### config.mk
export PLATFORM = sky130hd
export DESIGN_NAME = irqc_top
export DESIGN_NICKNAME = d
export VERILOG_FILES = /design/src/rtl/irqc_pkg.sv /design/src/rtl/irqc_cmd.sv /design/src/rtl/irqc_arb.sv /design/src/rtl/irqc_top.sv
export SDC_FILE = /design/constraint.sdc
export NUM_CORES = 1
export LEC_CHECK = 0
export BUFFER_PORTS_ARGS = -buffer_cell sky130_fd_sc_hd__buf_2
export CORE_MARGIN = 4
export CORE_UTILIZATION = 29
export DETAILED_ROUTE_END_ITERATION = 8
export PLACE_DENSITY_LB_ADDON = 0.3
export SLEW_MARGIN = 20
export SYNTH_ARGS = -nofsm -noshare
export SYNTH_HDL_FRONTEND = slang
export SYNTH_SLANG_ARGS = --single-unit
### constraint.sdc
create_clock -name clk -period 7.5 [get_ports clk]
set_clock_uncertainty 0.2 [all_clocks]
set_input_delay 1.5 -clock clk [delete_from_list [all_inputs] [get_ports clk]]
set_output_delay 1.5 -clock clk [all_outputs]
set_load 0.02 [all_outputs]
### src/rtl/irqc_pkg.sv
`timescale 1ns/1ps
package irqc_pkg;
  typedef enum logic [1:0] {S_RDY, S_BASE, S_CASC, S_MODE} init_st_t;
  typedef enum logic [2:0] {
    OP_NONE, OP_EOI_NS, OP_EOI_SP, OP_ROT_NS, OP_ROT_SP, OP_SETPRI, OP_RAEOI_ON, OP_RAEOI_OFF
  } op_t;
endpackage

### src/rtl/irqc_cmd.sv
`timescale 1ns/1ps
module irqc_cmd
  import irqc_pkg::*;
#(
  parameter int NLVL = 8,
  parameter int DW   = 8,
  localparam int LW  = $clog2(NLVL)
) (
  input  logic            clk,
  input  logic            rst,
  input  logic            wr_en,
  input  logic            wr_addr,
  input  logic [DW-1:0]   wr_data,
  output logic [DW-1:0]   base,
  output logic            level_mode,
  output logic            aeoi,
  output logic [NLVL-1:0] mask,
  output logic            init_pulse,
  output op_t             op,
  output logic [LW-1:0]   op_lvl
);
  init_st_t st_q;
  logic single_q, ic4_q;
  logic is_op_wr, is_hi_wr;

  assign init_pulse = wr_en && !wr_addr && wr_data[4];
  assign is_op_wr   = wr_en && !wr_addr && !wr_data[4] && !wr_data[3] && (st_q == S_RDY);
  assign is_hi_wr   = wr_en && wr_addr;
  assign op_lvl     = wr_data[LW-1:0];

  always_comb begin
    op = OP_NONE;
    if (is_op_wr) begin
      case (wr_data[7:5])
        3'b001:  op = OP_EOI_NS;
        3'b011:  op = OP_EOI_SP;
        3'b101:  op = OP_ROT_NS;
        3'b111:  op = OP_ROT_SP;
        3'b110:  op = OP_SETPRI;
        3'b100:  op = OP_RAEOI_ON;
        3'b000:  op = OP_RAEOI_OFF;
        default: op = OP_NONE;
      endcase
    end
  end

  always_ff @(posedge clk) begin
    if (rst) begin
      st_q       <= S_RDY;
      single_q   <= 1'b1;
      ic4_q      <= 1'b0;
      base       <= '0;
      level_mode <= 1'b0;
      aeoi       <= 1'b0;
      mask       <= '1;
    end else if (init_pulse) begin
      st_q       <= S_BASE;
      level_mode <= wr_data[3];
      single_q   <= wr_data[1];
      ic4_q      <= wr_data[0];
      aeoi       <= 1'b0;
    end else if (is_hi_wr) begin
      case (st_q)
        S_BASE: begin
          base <= wr_data;
          st_q <= !single_q ? S_CASC : (ic4_q ? S_MODE : S_RDY);
        end
        S_CASC: st_q <= ic4_q ? S_MODE : S_RDY;
        S_MODE: begin
          aeoi <= wr_data[1];
          st_q <= S_RDY;
        end
        default: mask <= wr_data[NLVL-1:0];
      endcase
    end
  end


  mask_hold_chk: assert property (@(posedge clk) disable iff (rst)
    !(is_hi_wr && st_q == S_RDY && !init_pulse) |=> $stable(mask));
endmodule

### src/rtl/irqc_arb.sv
`timescale 1ns/1ps
module irqc_arb #(
  parameter int NLVL = 8,
  localparam int LW  = $clog2(NLVL)
) (
  input  logic            clk,
  input  logic            rst,
  input  logic [NLVL-1:0] req,
  input  logic [NLVL-1:0] mask,
  input  logic [NLVL-1:0] isr,
  input  logic [LW-1:0]   lowest,
  output logic            int_req,
  output logic [LW-1:0]   win,
  output logic            svc_any,
  output logic [LW-1:0]   svc
);
  logic          done;
  logic [LW-1:0] idx;

  // Walk from the level just above the lowest one; wraps because NLVL is a power of two.
  always_comb begin
    int_req = 1'b0;
    win     = '0;
    svc_any = 1'b0;
    svc     = '0;
    done    = 1'b0;
    idx     = '0;
    for (int i = 0; i < NLVL; i++) begin
      idx = LW'(int'(lowest) + 1 + i);
      if (!done) begin
        if (isr[idx]) begin
          done = 1'b1;
        end else if (req[idx] && !mask[idx]) begin
          done    = 1'b1;
          int_req = 1'b1;
          win     = idx;
        end
      end
      if (!svc_any && isr[idx]) begin
        svc_any = 1'b1;
        svc     = idx;
      end
    end
  end


  win_ok_chk: assert property (@(posedge clk) disable iff (rst)
    int_req |-> (req[win] && !mask[win] && !isr[win]));
endmodule

### src/rtl/irqc_top.sv
`timescale 1ns/1ps
module irqc_top
  import irqc_pkg::*;
#(
  parameter int NLVL = 8,
  parameter int DW   = 8
) (
  input  logic            clk,
  input  logic            rst,
  input  logic            wr_en,
  input  logic            wr_addr,
  input  logic [DW-1:0]   wr_data,
  input  logic [NLVL-1:0] irq_in,
  input  logic            ack,
  output logic            int_out,
  output logic [DW-1:0]   vec_out,
  output logic            vec_valid
);
  localparam int LW = $clog2(NLVL);

  logic [DW-1:0]   base;
  logic            level_mode, aeoi, init_pulse;
  logic [NLVL-1:0] mask;
  op_t             op;
  logic [LW-1:0]   op_lvl;

  logic [NLVL-1:0] irq_q, irr_q, isr_q, req, isr_n, clr;
  logic [LW-1:0]   lowest_q, lowest_n, win, svc;
  logic            raeoi_q, int_req, svc_any, grant;

  irqc_cmd #(.NLVL(NLVL), .DW(DW)) u_cmd (
    .clk(clk), .rst(rst), .wr_en(wr_en), .wr_addr(wr_addr), .wr_data(wr_data),
    .base(base), .level_mode(level_mode), .aeoi(aeoi), .mask(mask),
    .init_pulse(init_pulse), .op(op), .op_lvl(op_lvl)
  );

  assign req = level_mode ? irq_in : irr_q;

  irqc_arb #(.NLVL(NLVL)) u_arb (
    .clk(clk), .rst(rst), .req(req), .mask(mask), .isr(isr_q), .lowest(lowest_q),
    .int_req(int_req), .win(win), .svc_any(svc_any), .svc(svc)
  );

  assign grant = ack && int_req;
  assign clr   = grant ? (NLVL'(1) << win) : '0;

  always_comb begin
    isr_n    = isr_q;
    lowest_n = lowest_q;
    if (grant && aeoi && raeoi_q) lowest_n = win;
    case (op)
      OP_EOI_NS: if (svc_any) isr_n[svc] = 1'b0;
      OP_EOI_SP: isr_n[op_lvl] = 1'b0;
      OP_ROT_NS: if (svc_any) begin
        isr_n[svc] = 1'b0;
        lowest_n   = svc;
      end
      OP_ROT_SP: begin
        isr_n[op_lvl] = 1'b0;
        lowest_n      = op_lvl;
      end
      OP_SETPRI: lowest_n = op_lvl;
      default: ;
    endcase
    if (grant && !aeoi) isr_n[win] = 1'b1;
  end

  always_ff @(posedge clk) begin
    if (rst) begin
      irq_q     <= '0;
      irr_q     <= '0;
      isr_q     <= '0;
      lowest_q  <= LW'(NLVL - 1);
      raeoi_q   <= 1'b0;
      int_out   <= 1'b0;
      vec_out   <= '0;
      vec_valid <= 1'b0;
    end else begin
      irq_q     <= irq_in;
      int_out   <= int_req;
      vec_valid <= grant;
      vec_out   <= grant ? DW'(base + DW'(win)) : '0;
      if (init_pulse) begin
        irr_q    <= '0;
        isr_q    <= '0;
        lowest_q <= LW'(NLVL - 1);
        raeoi_q  <= 1'b0;
      end else begin
        irr_q    <= (irr_q & ~clr) | (irq_in & ~irq_q);
        isr_q    <= isr_n;
        lowest_q <= lowest_n;
        if (op == OP_RAEOI_ON)  raeoi_q <= 1'b1;
        if (op == OP_RAEOI_OFF) raeoi_q <= 1'b0;
      end
    end
  end


  isr_set_chk: assert property (@(posedge clk) disable iff (rst)
    (grant && !aeoi && !init_pulse) |=> isr_q[$past(win)]);

  aeoi_clear_chk: assert property (@(posedge clk) disable iff (rst)
    (grant && aeoi) |=> !isr_q[$past(win)]);

  eoi_sp_chk: assert property (@(posedge clk) disable iff (rst)
    (op == OP_EOI_SP && !(grant && win == op_lvl)) |=> !isr_q[$past(op_lvl)]);

  vec_ack_chk: assert property (@(posedge clk) disable iff (rst)
    vec_valid |-> $past(ack));
endmodule

==> impl_summary.log, run 1 <==
INFO  metric fmax = around 180 MHz
INFO  metric synth_cells = 557
INFO  metric number_of_antenna_violations_at_the_first_check_in_global_routing = 0
INFO  metric seq_area = 1201 um^2
INFO  metric setup.worst_path.start_class = flop
INFO  metric power.density_cell_area = 194.8 nW/um^2
INFO  metric ys.flop_type = sky130_fd_sc_hd__dfxtp_1
INFO  metric filler_cell_count = approximately 1,600
INFO  metric drtPass1Iterations = 5
INFO  metric post_synth_main_area_contributors = sky130_fd_sc_hd__dfxtp_1 26%, sky130_fd_sc_hd__mux4_2 5.5%, sky130_fd_sc_hd__nand2_1 4.5%, sky130_fd_sc_hd__mux2i_1 4.4%, sky130_fd_sc_hd__nor2_1 4.1%
INFO  metric crit_fanout = 19
INFO  metric die_area = 17,740 um^2
INFO  metric final_net_count = ~600
INFO  metric sequential_area_share_after_synthesis = 26.43%
INFO  metric yosys-mux-area-fraction = 11.34%
INFO  metric largest_family_of_logic_cells_by_synthesized_area = compound AO/OA/AOI/OAI gates
INFO  metric status = completed
INFO  metric setup_repair_after_global_routing_missed_its_margin = no
INFO  metric hold_violations = 0
INFO  metric dp_hpwl = between 10,000 and 15,000 um
INFO  metric combined_area_of_all_synthesized_cells = 4544 um^2
INFO  metric core-area = approximately 15,000 um^2
INFO  metric cts_buffers = 9
INFO  metric ys_ff_latch = 60
INFO  metric route.vias.total = roughly 4,500
INFO  metric synth_warnings = 0
INFO  metric number_of_vias_per_cell_after_detailed_routing = 5.748
INFO  metric synth_top_area_share = approximately a quarter
INFO  metric final-max-slew-violation-count = 0
INFO  metric cts.hold.buffers_added = 0
INFO  metric mostFrequentLayoutCell = sky130_fd_sc_hd__dfxtp_1
INFO  metric multiInputGateArea = around 3100 um^2
INFO  metric async_reset_ff_share = 0%
INFO  metric clockBufferDepth = 2
INFO  metric synth_top_area_cell = sky130_fd_sc_hd__dfxtp_1
INFO  metric grt_max_degree = 38
INFO  metric postCtsSetupBuffers = 0
INFO  metric drt-wirelength-per-cell = 18.64 um
INFO  metric worst_skew_pair.late_latency = 0.33 ns
INFO  metric slowest_stage = sky130_fd_sc_hd__ha_1
INFO  metric ios = 31
INFO  metric synth_cell_type_count = 77
INFO  metric dr.first_iter.drc_count = 496
INFO  metric drc_errors = 0
INFO  metric yosys.area_share.simple = 26.40%
INFO  metric postSynthNetCount = 584
INFO  metric cts.clk_slew.worst_paths = 0.05 ns
INFO  metric floorplan.rows = 45
INFO  metric synthXorXnorAreaFrac = 2.533%
INFO  metric timing.hold.worst.class = flop to flop
INFO  metric finish.instance_area = 5209 um^2
INFO  metric fin_crit_sh = 75.08%
INFO  metric leakage = 0.001928 uW
INFO  metric tritoncts_clock_tree = built
INFO  metric clock-root-buffer = sky130_fd_sc_hd__clkbuf_16
INFO  metric timing.final.crit_period = 5.631 ns
INFO  metric vias_in_the_first_global_route = 4,365
INFO  metric worst_ep_required_time = 7.51 ns
INFO  metric drt-total-wl = 14,740 um
INFO  metric die_width = 133.2 um
INFO  metric gpl.final_weighted_congestion = ~0.94
INFO  metric finalSetupViolations = 0
INFO  metric end_kind = flop
INFO  metric syn_area_per_cell = 8.159 um^2
INFO  metric worstPathCellList = inv_2, ha_1, inv_1, o32ai_1, o22ai_1, a221oi_1, or4b_4, o21ai_0, a31o_2, o21ai_2, inv_2, ha_1, inv_1, fa_1, nor2b_1, o2111ai_1, xor2_1, nor2_1
INFO  metric timing.max_cap.violations = 0
INFO  metric grt_util_all_layers = 16.42%
INFO  metric placedInstanceArea = 4875 um^2
INFO  metric setup.worst_path.class = flop to flop
INFO  metric port_bufs = 30
INFO  metric synth-compound-area-share = a little over a quarter
INFO  metric cts.sink_count = 60
INFO  metric clock_h_tree_levels = 3
INFO  metric setup-tns-final = 0 ns
INFO  metric arrival_time_worst_endpoint = 5.64 ns
INFO  metric grt_remaining_overflow = 0
INFO  metric layout-drive-gt1-share = between 10% and 20%
INFO  metric syn_to_final_growth = 14.62%
INFO  metric timing.slew.headroom = a little over a third
INFO  metric crit_family = compound AO/OA/AOI/OAI gates
INFO  metric diodes = 0
INFO  metric final_antenna_net_count = 0
INFO  metric die_h = 133.2 um
INFO  metric post_cts.resized_instances = 0
INFO  metric wire_length_of_the_first_global_routing_pass = approximately 24,000 um
INFO  metric post_synth_adder_cell_area = 1.817%
INFO  metric cp_num_buf_inv = 4
INFO  metric worst-slew-pin-transition = 0.9684 ns
INFO  metric critical_path.max_stage_delay = 0.84 ns
INFO  metric power.ir.vdd_worst = around 0.00013 V
INFO  metric mostFrequentLayoutCells = 60 x sky130_fd_sc_hd__dfxtp_1, 55 x sky130_fd_sc_hd__nand2_1, 50 x sky130_fd_sc_hd__nor2_1
INFO  metric synth_edf_count = 0
INFO  metric floorplan.initialDensity = 29.78%
## flip-flops by register name, summed over array words and instances, names as in the netlist
name              cells
irq_q                 8
irr_q                 8
isr_q                 8
u_cmd.base            8
u_cmd.mask            8
vec_out               8
lowest_q              3
u_cmd.st_q            2
int_out               1
raeoi_q               1
u_cmd.aeoi            1
u_cmd.ic4_q           1
u_cmd.level_mode      1
u_cmd.single_q        1
vec_valid             1
## worst paths after layout
check	startpoint	endpoint	slack, ns	depth (start not counted)
min reg2reg	u_cmd.base[0]$_SDFFE_PP0P_	u_cmd.base[0]$_SDFFE_PP0P_	0.26	2
min	u_cmd.base[0]$_SDFFE_PP0P_	u_cmd.base[0]$_SDFFE_PP0P_	0.26	2
max reg2reg	lowest_q[0]$_SDFF_PP1_	vec_out[6]$_SDFF_PP0_	1.87	18
max	lowest_q[0]$_SDFF_PP1_	vec_out[6]$_SDFF_PP0_	1.87	18
## worst reg2reg max path: cells and delay by family, from the launching register on
family                     cells  cell delay, ns
xor gates and xnor gates       1            0.16
adders and majority gates      3            1.26
AOI/OAI and AO/OA              7            2.37
and+or+nand+nor                3            0.38
buffers and inverters          4            0.80
DFF                            1            0.34
## logic make-up (layout without fill, tap and decap cells)
family,Yosys count,in the layout
AO/OA/AOI/OAI,168,168
XOR/XNOR,10,10
adder cells (fa/ha/maj),6,6
buffers and inverters,48,71
flip-flops,60,60
multiplexers,37,37
AND/OR/NAND/NOR,228,228
## synthesized netlist by cell type (all sizes together), types with 3 or more instances
| master | n |
|---|---|
| a211oi | 5 |
| or2 | 8 |
| nand2 | 56 |
| clkbuf | 14 |
| nand3 | 14 |
| xnor2 | 4 |
| nor2b | 26 |
| nand2b | 20 |
| mux2i | 20 |
| o21a | 3 |
| a31oi | 8 |
| a21o | 4 |
| nand4 | 8 |
| a2bb2oi | 3 |
| a22oi | 5 |
| or3 | 6 |
| nor3 | 21 |
| o41ai | 4 |
| o21ai | 19 |
| o22ai | 14 |
| mux4 | 11 |
| o221ai | 6 |
| a211o | 8 |
| nor2 | 50 |
| buf | 16 |
| xor2 | 4 |
| and3 | 6 |
| o211ai | 9 |
| a2111oi | 4 |
| o2111ai | 3 |
| inv | 18 |
| ha | 5 |
| a21oi | 35 |
| mux2 | 6 |
| dfxtp | 60 |
| o32ai | 9 |
| o31ai | 3 |
| and2 | 3 |
| a221oi | 4 |
## metal layers
| metal | up-vias | track usage [%] | routed length [um] |
|---|---|---|---|
| met5 | - | 0 | 0 |
| met4 | 0 | 5.200 | 364 |
| met3 | 31 | 3.663 | 823 |
| met2 | 166 | 26.78 | 6793 |
| met1 | 2202 | 21.66 | 6762 |
| li1 | 2148 | - | - |
## through the flow
stage | total power, uW | setup WS, ns | hold slack (ns) | util, % | cells
after CTS | 1019 | 1.924 | 0.2639 | 34.10 | 791
after detailed placement | 561.7 | 1.792 | 0.2574 | 31.95 | 775
after global placement | 561.9 | 1.782 | 0.2571 | 31.95 | 775
final | 1015 | 1.869 | 0.2600 | 34.14 | 791
after floorplan | 500.0 | 2.342 | 0.2406 | - | 557
after global routing | 1055 | 1.496 | 0.2924 | 34.14 | 791
## where the power goes
part | switching (uW) | internal, uW | total (uW)
logic | 137 | 76.2 | 213
registers | 13.4 | 334 | 347
clock network | 146 | 310 | 455
total | 296 | 719 | 1010
## final cells by class
class	instances	area share, %
Inverter	18	1.297
Tap cell	211	5.068
Sequential cell	60	23.06
Multi-Input combinational cell	449	60.37
Timing Repair Buffer	37	3.891
Clock buffer	13	4.996
Clock inverter	3	1.321
No activity file was read; power rests on OpenSTA's default activity.
==> run 2, diff against run 1 <==
==> constraint.sdc (replaced) <==
create_clock -name clk -period 5.5 [get_ports clk]
set_clock_uncertainty 0.2 [all_clocks]
set_input_delay 1.1 -clock clk [delete_from_list [all_inputs] [get_ports clk]]
set_output_delay 1.1 -clock clk [all_outputs]
set_load 0.02 [all_outputs]
==> impl_summary.log, run 2 (same netlist as run 1, synthesis figures left out) <==
INFO  metric diodes = 0 (unchanged)
INFO  metric power.ir.vdd_worst = 0.0001836 V (+37%)
INFO  metric clock-root-buffer = sky130_fd_sc_hd__clkbuf_16
INFO  metric finish.instance_area = 5269 um^2 (+1.2%)
INFO  metric timing.hold.worst.class = flop to flop
INFO  metric vias_in_the_first_global_route = 4,430 (+1.5%)
INFO  metric dr.first_iter.drc_count = 500 (+0.81%)
INFO  metric number_of_vias_per_cell_after_detailed_routing = 5.797 (+0.84%)
INFO  metric clockBufferDepth = 2 (unchanged)
INFO  metric power.density_cell_area = 247.9 nW/um^2 (+27%)
INFO  metric routed-wl-met3 = 1065 um (+29%)
INFO  metric route.layer.met1.wl = 6797 um (+0.52%)
INFO  metric port_bufs = 30 (unchanged)
INFO  metric worstPathCellList = ha_1, xor2_1, buf_12, nor3_1, a2111oi_0, nor4_1, nor3b_1, nand2_1, o21ai_0, buf_4, o21ai_2, inv_2, ha_1, inv_1, fa_1, nor2b_1, o21ai_0, xor2_1, nor2_1
INFO  metric clock_h_tree_levels = 3 (unchanged)
INFO  metric mostFrequentLayoutCells = 60 x sky130_fd_sc_hd__dfxtp_1, 55 x sky130_fd_sc_hd__nand2_1, 50 x sky130_fd_sc_hd__nor2_1
INFO  metric setup.worst_path.start_class = flop
INFO  metric sw_frac_of_total = 31.91% (+2.8 points)
INFO  metric grt_remaining_overflow = 0 (unchanged)
INFO  metric layout-drive-gt1-share = 18.78% (+2.1 points)
INFO  metric timing.slew.headroom = 38.75% (+3.3 points)
INFO  metric cts.hold.buffers_added = 0 (unchanged)
INFO  metric critical_path.max_stage_delay = 0.76 ns (-0.08 ns)
INFO  metric grt_max_degree = 33 (-13%)
INFO  metric leakage = 0.001963 uW (+1.8%)
INFO  metric route.vias.total = 4,649 (+2.2%)
INFO  metric route.top_layer_used = met4
INFO  metric mostFrequentLayoutCell = sky130_fd_sc_hd__dfxtp_1
INFO  metric cts_buffers = 9 (unchanged)
INFO  metric tritoncts_clock_tree = built
INFO  metric setup.worst_path.class = flop to flop
INFO  metric crit_fanout = 17 (-2)
INFO  metric gpl.final_weighted_congestion = 0.8996 (-4.1%)
INFO  metric power = 1306 uW (+29%)
INFO  metric final_net_count = 613 (+1.8%)
INFO  metric hold_violations = 0 (unchanged)
INFO  metric setup-tns-final = 0 ns (unchanged)
INFO  metric final_antenna_net_count = 0 (unchanged)
INFO  metric timing.final.crit_period = 5.120 ns (-0.5107 ns)
INFO  metric drt-wirelength-per-cell = 18.67 um (+0.15%)
INFO  metric cts.sink_count = 60 (unchanged)
INFO  metric fmax = 195.3 MHz (+10%)
INFO  metric end_kind = flop
INFO  metric drc_errors = 0 (unchanged)
INFO  metric drtPass1Iterations = 5 (unchanged)
INFO  metric wire_length_of_the_first_global_routing_pass = 23,960 um (+1.7%)
INFO  metric drt-total-wl = 14,970 um (+1.5%)
INFO  metric slowest_stage = sky130_fd_sc_hd__xor2_1
INFO  metric power_share_of_the_clock_group = 40.3% (-4.5 points)
INFO  metric floorplan.initialDensity = 29.78% (unchanged)
INFO  metric fin_hold_ws = 0.2671 ns (+0.007182 ns)
INFO  metric placedInstanceArea = 4970 um^2 (+2.0%)
INFO  metric worst_ep_required_time = 5.50 ns (-2.01 ns)
INFO  metric die_area = 17,740 um^2 (unchanged)
INFO  metric floorplan.rows = 45 (unchanged)
INFO  metric finalSetupViolations = 0 (unchanged)
INFO  metric grt_util_all_layers = 16.69% (+0.27 points)
INFO  metric fin_crit_sh = 93.10% (+18 points)
INFO  metric seq_power_share = 36.3% (+2.1 points)
INFO  metric timing.max_cap.violations = 0 (unchanged)
INFO  metric arrival_time_worst_endpoint = 5.12 ns (-0.52 ns)
INFO  metric crit_family = simple AND/OR/NAND/NOR gates
INFO  metric switching_power = 416.8 uW (+41%)
INFO  metric cp_num_buf_inv = 4 (unchanged)
INFO  metric worst_skew_pair.late_latency = 0.33 ns (about the same)
INFO  metric final-max-slew-violation-count = 0 (unchanged)
INFO  metric die_width = 133.2 um (unchanged)
INFO  metric status = completed
INFO  metric number_of_antenna_violations_at_the_first_check_in_global_routing = 0 (unchanged)
INFO  metric syn_to_final_growth = 15.94%
INFO  metric wire_length_on_met2 = 6823 um (+0.44%)
INFO  metric combinationalPowerShare = 23.4% (+2.4 points)
INFO  metric die_h = 133.2 um (unchanged)
INFO  metric core-area = 15,260 um^2 (unchanged)
INFO  metric ios = 31 (unchanged)
INFO  metric cts.clk_slew.worst_paths = 0.05 ns (about the same)
INFO  metric p_int = 889.1 uW (+24%)
INFO  metric setup_repair_after_global_routing_missed_its_margin = no
INFO  metric worst-slew-pin-transition = 0.9157 ns (-0.05276 ns)
INFO  metric dp_hpwl = 11,230 um (+2.9%)
==> run 2: cell count changes in the layout (fill, tap and decap cells not counted), sizes merged <==
cell      change
clkinvlp      +1
clkinv        +2
bufinv        -2
buf          +11
clkbuf        -3
inv           +2
==> run 2: repair_timing <==
action,4_1_cts,5_1_grt
buffers inserted,0,0
gates resized for setup,0,1
setup endpoints to repair,0,2
==> run 2: area by class of cell <==
cell class                 instances  area (um^2)
multi-input combinational        449         3152
tap                              211        264.0
timing repair buffer              48        297.8
fill                            1604         9990
clock inverter                     6        47.55
sequential                        60         1201
inverter                          18        67.56
clock buffer                      10        239.0
==> run 2: final timing paths <==
path	from	cells after the start	to	slack [ns]
setup / recovery	lowest_q[0]$_SDFF_PP1_	19	vec_out[4]$_SDFF_PP0_	0.38
hold / removal	u_cmd.base[2]$_SDFFE_PP0P_	2	u_cmd.base[2]$_SDFFE_PP0P_	0.27
setup reg to reg	lowest_q[0]$_SDFF_PP1_	19	vec_out[4]$_SDFF_PP0_	0.38
hold reg to reg	u_cmd.base[2]$_SDFFE_PP0P_	2	u_cmd.base[2]$_SDFFE_PP0P_	0.27
==> run 2: metal layers <==
layer	global-route usage [%]	vias up
li1	-	2175
met1	22.66	2235
met2	26.98	207
met3	3.890	32
met4	3.886	0
met5	0	-
==> run 2: power groups by stage <==
stage	Combinational (uW)	Sequential [uW]	Clock [uW]
final	306	474	526
after detailed placement	300	483	0
after global placement	297	482	0
after global routing	333	476	559
after floorplan	205	477	0
after CTS	301	473	538
==> run 2: worst register-to-register path, delay by kind of cell (launching register included) <==
family | cells | cell delay [ns]
xor+xnor | 2 | 0.95
fa+ha+maj | 3 | 0.90
simple gates | 6 | 1.01
flops | 1 | 0.39
compound gates | 4 | 0.96
buf+inv | 4 | 0.58
==> run 2: metrics by stage <==
step	instances	setup slack [ns]	util [%]
6_report	802	0.3795	34.53
5_1_grt	802	0.1137	34.53
4_1_cts	802	0.4006	34.45
3_5_place_dp	786	0.4117	32.57
3_3_place_gp	786	0.4293	32.57
2_1_floorplan	557	0.3419	-
==> run 3, diff against run 2 <==
--- a/config.mk
+++ b/config.mk
@@ -6,6 +6,8 @@
 export NUM_CORES = 1
 export LEC_CHECK = 0
 export BUFFER_PORTS_ARGS = -buffer_cell sky130_fd_sc_hd__buf_2
+export CELL_PAD_IN_SITES_DETAIL_PLACEMENT = 0
+export CELL_PAD_IN_SITES_GLOBAL_PLACEMENT = 2
 export CORE_MARGIN = 4
 export CORE_UTILIZATION = 29
 export DETAILED_ROUTE_END_ITERATION = 8
==> impl_summary.log, run 3 (same netlist as run 1, synthesis figures left out) <==
INFO  metric post_cts.resized_instances = 0 (unchanged)
INFO  metric drc_errors = 0 (unchanged)
INFO  metric timing.hold.worst_path_depth = 2 (unchanged)
INFO  metric route.vias.total = 4,568 (-1.7%)
INFO  metric port_bufs = 30 (unchanged)
INFO  metric status = completed
INFO  metric gpl.final_weighted_congestion = 0.8779 (-2.4%)
INFO  metric crit_family = simple AND/OR/NAND/NOR gates
INFO  metric grt_max_degree = 33 (unchanged)
INFO  metric worstPathCellList = inv_2, ha_1, mux4_2, or3_1, and3_4, nor3_4, or4b_4, o21ai_0, a31o_2, o21ai_2, inv_2, ha_1, inv_1, fa_1, nor2b_1, o2111ai_1, xor2_1, nor2_1
INFO  metric worst_skew_pair.late_latency = 0.34 ns (about the same)
INFO  metric dp_hpwl = 11,850 um (+5.5%)
INFO  metric final_antenna_net_count = 0 (unchanged)
INFO  metric seq_area = 1201 um^2 (unchanged)
INFO  metric place_ws = 0.3082 ns (-0.1035 ns)
INFO  metric mostFrequentLayoutCell = sky130_fd_sc_hd__dfxtp_1
INFO  metric cp_num_buf_inv = 3 (-1)
INFO  metric layout-drive-gt1-share = 17.97% (-0.82 points)
INFO  metric final_core_util = 34.53% (unchanged)
INFO  metric vias_in_the_first_global_route = 4,470 (+0.90%)
INFO  metric globalRouteMet2Util = 29.68% (+2.7 points)
INFO  metric crit_path_start = lowest_q[0]$_SDFF_PP1_
INFO  metric core-area = 15,260 um^2 (unchanged)
INFO  metric die_area = 17,740 um^2 (unchanged)
INFO  metric worst-slew-pin-transition = 0.9691 ns (+0.05342 ns)
INFO  metric hold_violations = 0 (unchanged)
INFO  metric number_of_vias_per_cell_after_detailed_routing = 5.703 (-1.6%)
INFO  metric placedInstanceArea = 4950 um^2 (-0.40%)
INFO  metric ios = 31 (unchanged)
INFO  metric postCtsSetupBuffers = 0 (unchanged)
INFO  metric die_width = 133.2 um (unchanged)
INFO  metric mostFrequentLayoutCells = 60 x sky130_fd_sc_hd__dfxtp_1, 55 x sky130_fd_sc_hd__nand2_1, 50 x sky130_fd_sc_hd__nor2_1
INFO  metric clock-root-buffer = sky130_fd_sc_hd__clkbuf_16
INFO  metric globalRouteMet3Util = 2.228% (-1.7 points)
INFO  metric gr-max-usage-layer = met2
INFO  metric cts_buffers = 9 (unchanged)
INFO  metric leakage = 0.001966 uW (+0.15%)
INFO  metric finish.instance_area = 5269 um^2 (unchanged)
INFO  metric fmax = 197.4 MHz (+1.1%)
INFO  metric final_net_count = 612 (-0.16%)
INFO  metric tritoncts_clock_tree = built
INFO  metric rr_startpoint = lowest_q[0]$_SDFF_PP1_
INFO  metric timing.slew.headroom = 35.26% (-3.5 points)
INFO  metric diodes = 0 (unchanged)
INFO  metric cts.hold.buffers_added = 0 (unchanged)
INFO  metric hold_start = u_cmd.base[2]$_SDFFE_PP0P_
INFO  metric switching_power = 405.8 uW (-2.6%)
INFO  metric drt-total-wl = 15,440 um (+3.1%)
INFO  metric syn_to_final_growth = 15.94% (unchanged)
INFO  metric floorplan.rows = 45 (unchanged)
INFO  metric clock_h_tree_levels = 3 (unchanged)
INFO  metric timing.hold.worst.class = flop to flop
INFO  metric timing.max_cap.violations = 0 (unchanged)
INFO  metric number_of_antenna_violations_at_the_first_check_in_global_routing = 0 (unchanged)
INFO  metric power.ir.vdd_worst = 0.0002262 V (+23%)
INFO  metric setup.worst_path.start_class = flop
INFO  metric critical_path_depth = 18 (-1)
INFO  metric end_kind = flop
INFO  metric arrival_time_worst_endpoint = 5.08 ns (-0.04 ns)
INFO  metric combinationalPowerShare = 21.5% (-1.9 points)
INFO  metric timing.final.crit_period = 5.066 ns (-0.05487 ns)
INFO  metric drtPass1Iterations = 5 (unchanged)
INFO  metric worst-r2r-setup-slack = 0.43 ns (+0.05 ns)
INFO  metric floorplan.initialDensity = 29.78% (unchanged)
INFO  metric cts.sink_count = 60 (unchanged)
INFO  metric setup_repair_after_global_routing_missed_its_margin = no
INFO  metric p_int = 972.8 uW (+9.4%)
INFO  metric fin_crit_sh = 92.10% (-1.0 points)
INFO  metric setup_ws = 0.4344 ns (+0.05487 ns)
INFO  metric cts.clk_slew.worst_paths = 0.05 ns (about the same)
INFO  metric seq_power_share = 34.4% (-1.9 points)
INFO  metric slowest_stage = sky130_fd_sc_hd__ha_1
INFO  metric sw_frac_of_total = 29.43% (-2.5 points)
INFO  metric multiInputGateArea = 3139 um^2 (-0.40%)
INFO  metric critical_path.max_stage_delay = 0.62 ns (-0.14 ns)
INFO  metric final-max-slew-violation-count = 0 (unchanged)
INFO  metric dr.first_iter.drc_count = 455 (-9.0%)
INFO  metric die_h = 133.2 um (unchanged)
INFO  metric drt-wirelength-per-cell = 19.27 um (+3.2%)
INFO  metric worst_ep_required_time = 5.51 ns (about the same)
INFO  metric routing_usage_on_met1 = 23.03% (+0.37 points)
INFO  metric clockBufferDepth = 2 (unchanged)
INFO  metric grt_util_all_layers = 17.61% (+0.92 points)
INFO  metric power.density_cell_area = 261.7 nW/um^2 (+5.6%)
INFO  metric power = 1379 uW (+5.6%)
INFO  metric setup-tns-final = 0 ns (unchanged)
INFO  metric crit_fanout = 13 (-4)
INFO  metric wire_length_of_the_first_global_routing_pass = 24,830 um (+3.6%)
INFO  metric setup.worst_path.class = flop to flop
INFO  metric grt_remaining_overflow = 0 (unchanged)
INFO  metric filler_cell_count = 1,624 (+1.2%)
INFO  metric worstRegToRegCells = 18 (-1)
INFO  metric finalSetupViolations = 0 (unchanged)
INFO  metric power_share_of_the_clock_group = 44.1% (+3.8 points)
## run 3: final cells by class
| type | instances | area share [%] |
|---|---|---|
| multi-input cells | 449 | 59.58 |
| repair buffers | 47 | 5.272 |
| clock inverters | 4 | 1.377 |
| flip-flops and latches | 60 | 22.80 |
| clock buffers | 12 | 4.678 |
| inverters | 18 | 1.282 |
| well taps | 211 | 5.011 |
## run 3: tightest hold or removal path: stages, from the launching register on
cell and delay (ns):
sky130_fd_sc_hd__dfxtp_1 0.31, sky130_fd_sc_hd__nand2_1 0.06, sky130_fd_sc_hd__a21oi_1 0.05
## run 3: path summary, 6_finish.rpt
kind | endpoint
hold / removal | u_cmd.base[2]$_SDFFE_PP0P_
setup / recovery | vec_out[6]$_SDFF_PP0_
hold reg to reg | u_cmd.base[2]$_SDFFE_PP0P_
setup reg to reg | vec_out[6]$_SDFF_PP0_
## run 3: power by group through the flow
stage	logic [uW]	registers [uW]	clock network, uW
finish	296	474	608
global route	324	477	636
CTS	296	474	620
detailed placement	294	483	0
global placement	296	483	0
floorplan	205	477	0
## run 3: metal layers
layer / wire length (um) / vias up
met5: 0 / -
met2: 7398 / 146
li1: - / 2175
met1: 6980 / 2209
met3: 597 / 38
met4: 459 / 0
## run 3: per-stage QoR
| step | cells | hold WS, ns |
|---|---|---|
| 3_5_place_dp | 785 | 0.2614 |
| 4_1_cts | 801 | 0.2694 |
| 6_report | 801 | 0.2671 |
| 2_1_floorplan | 557 | 0.2406 |
| 3_3_place_gp | 785 | 0.2569 |
| 5_1_grt | 801 | 0.2863 |
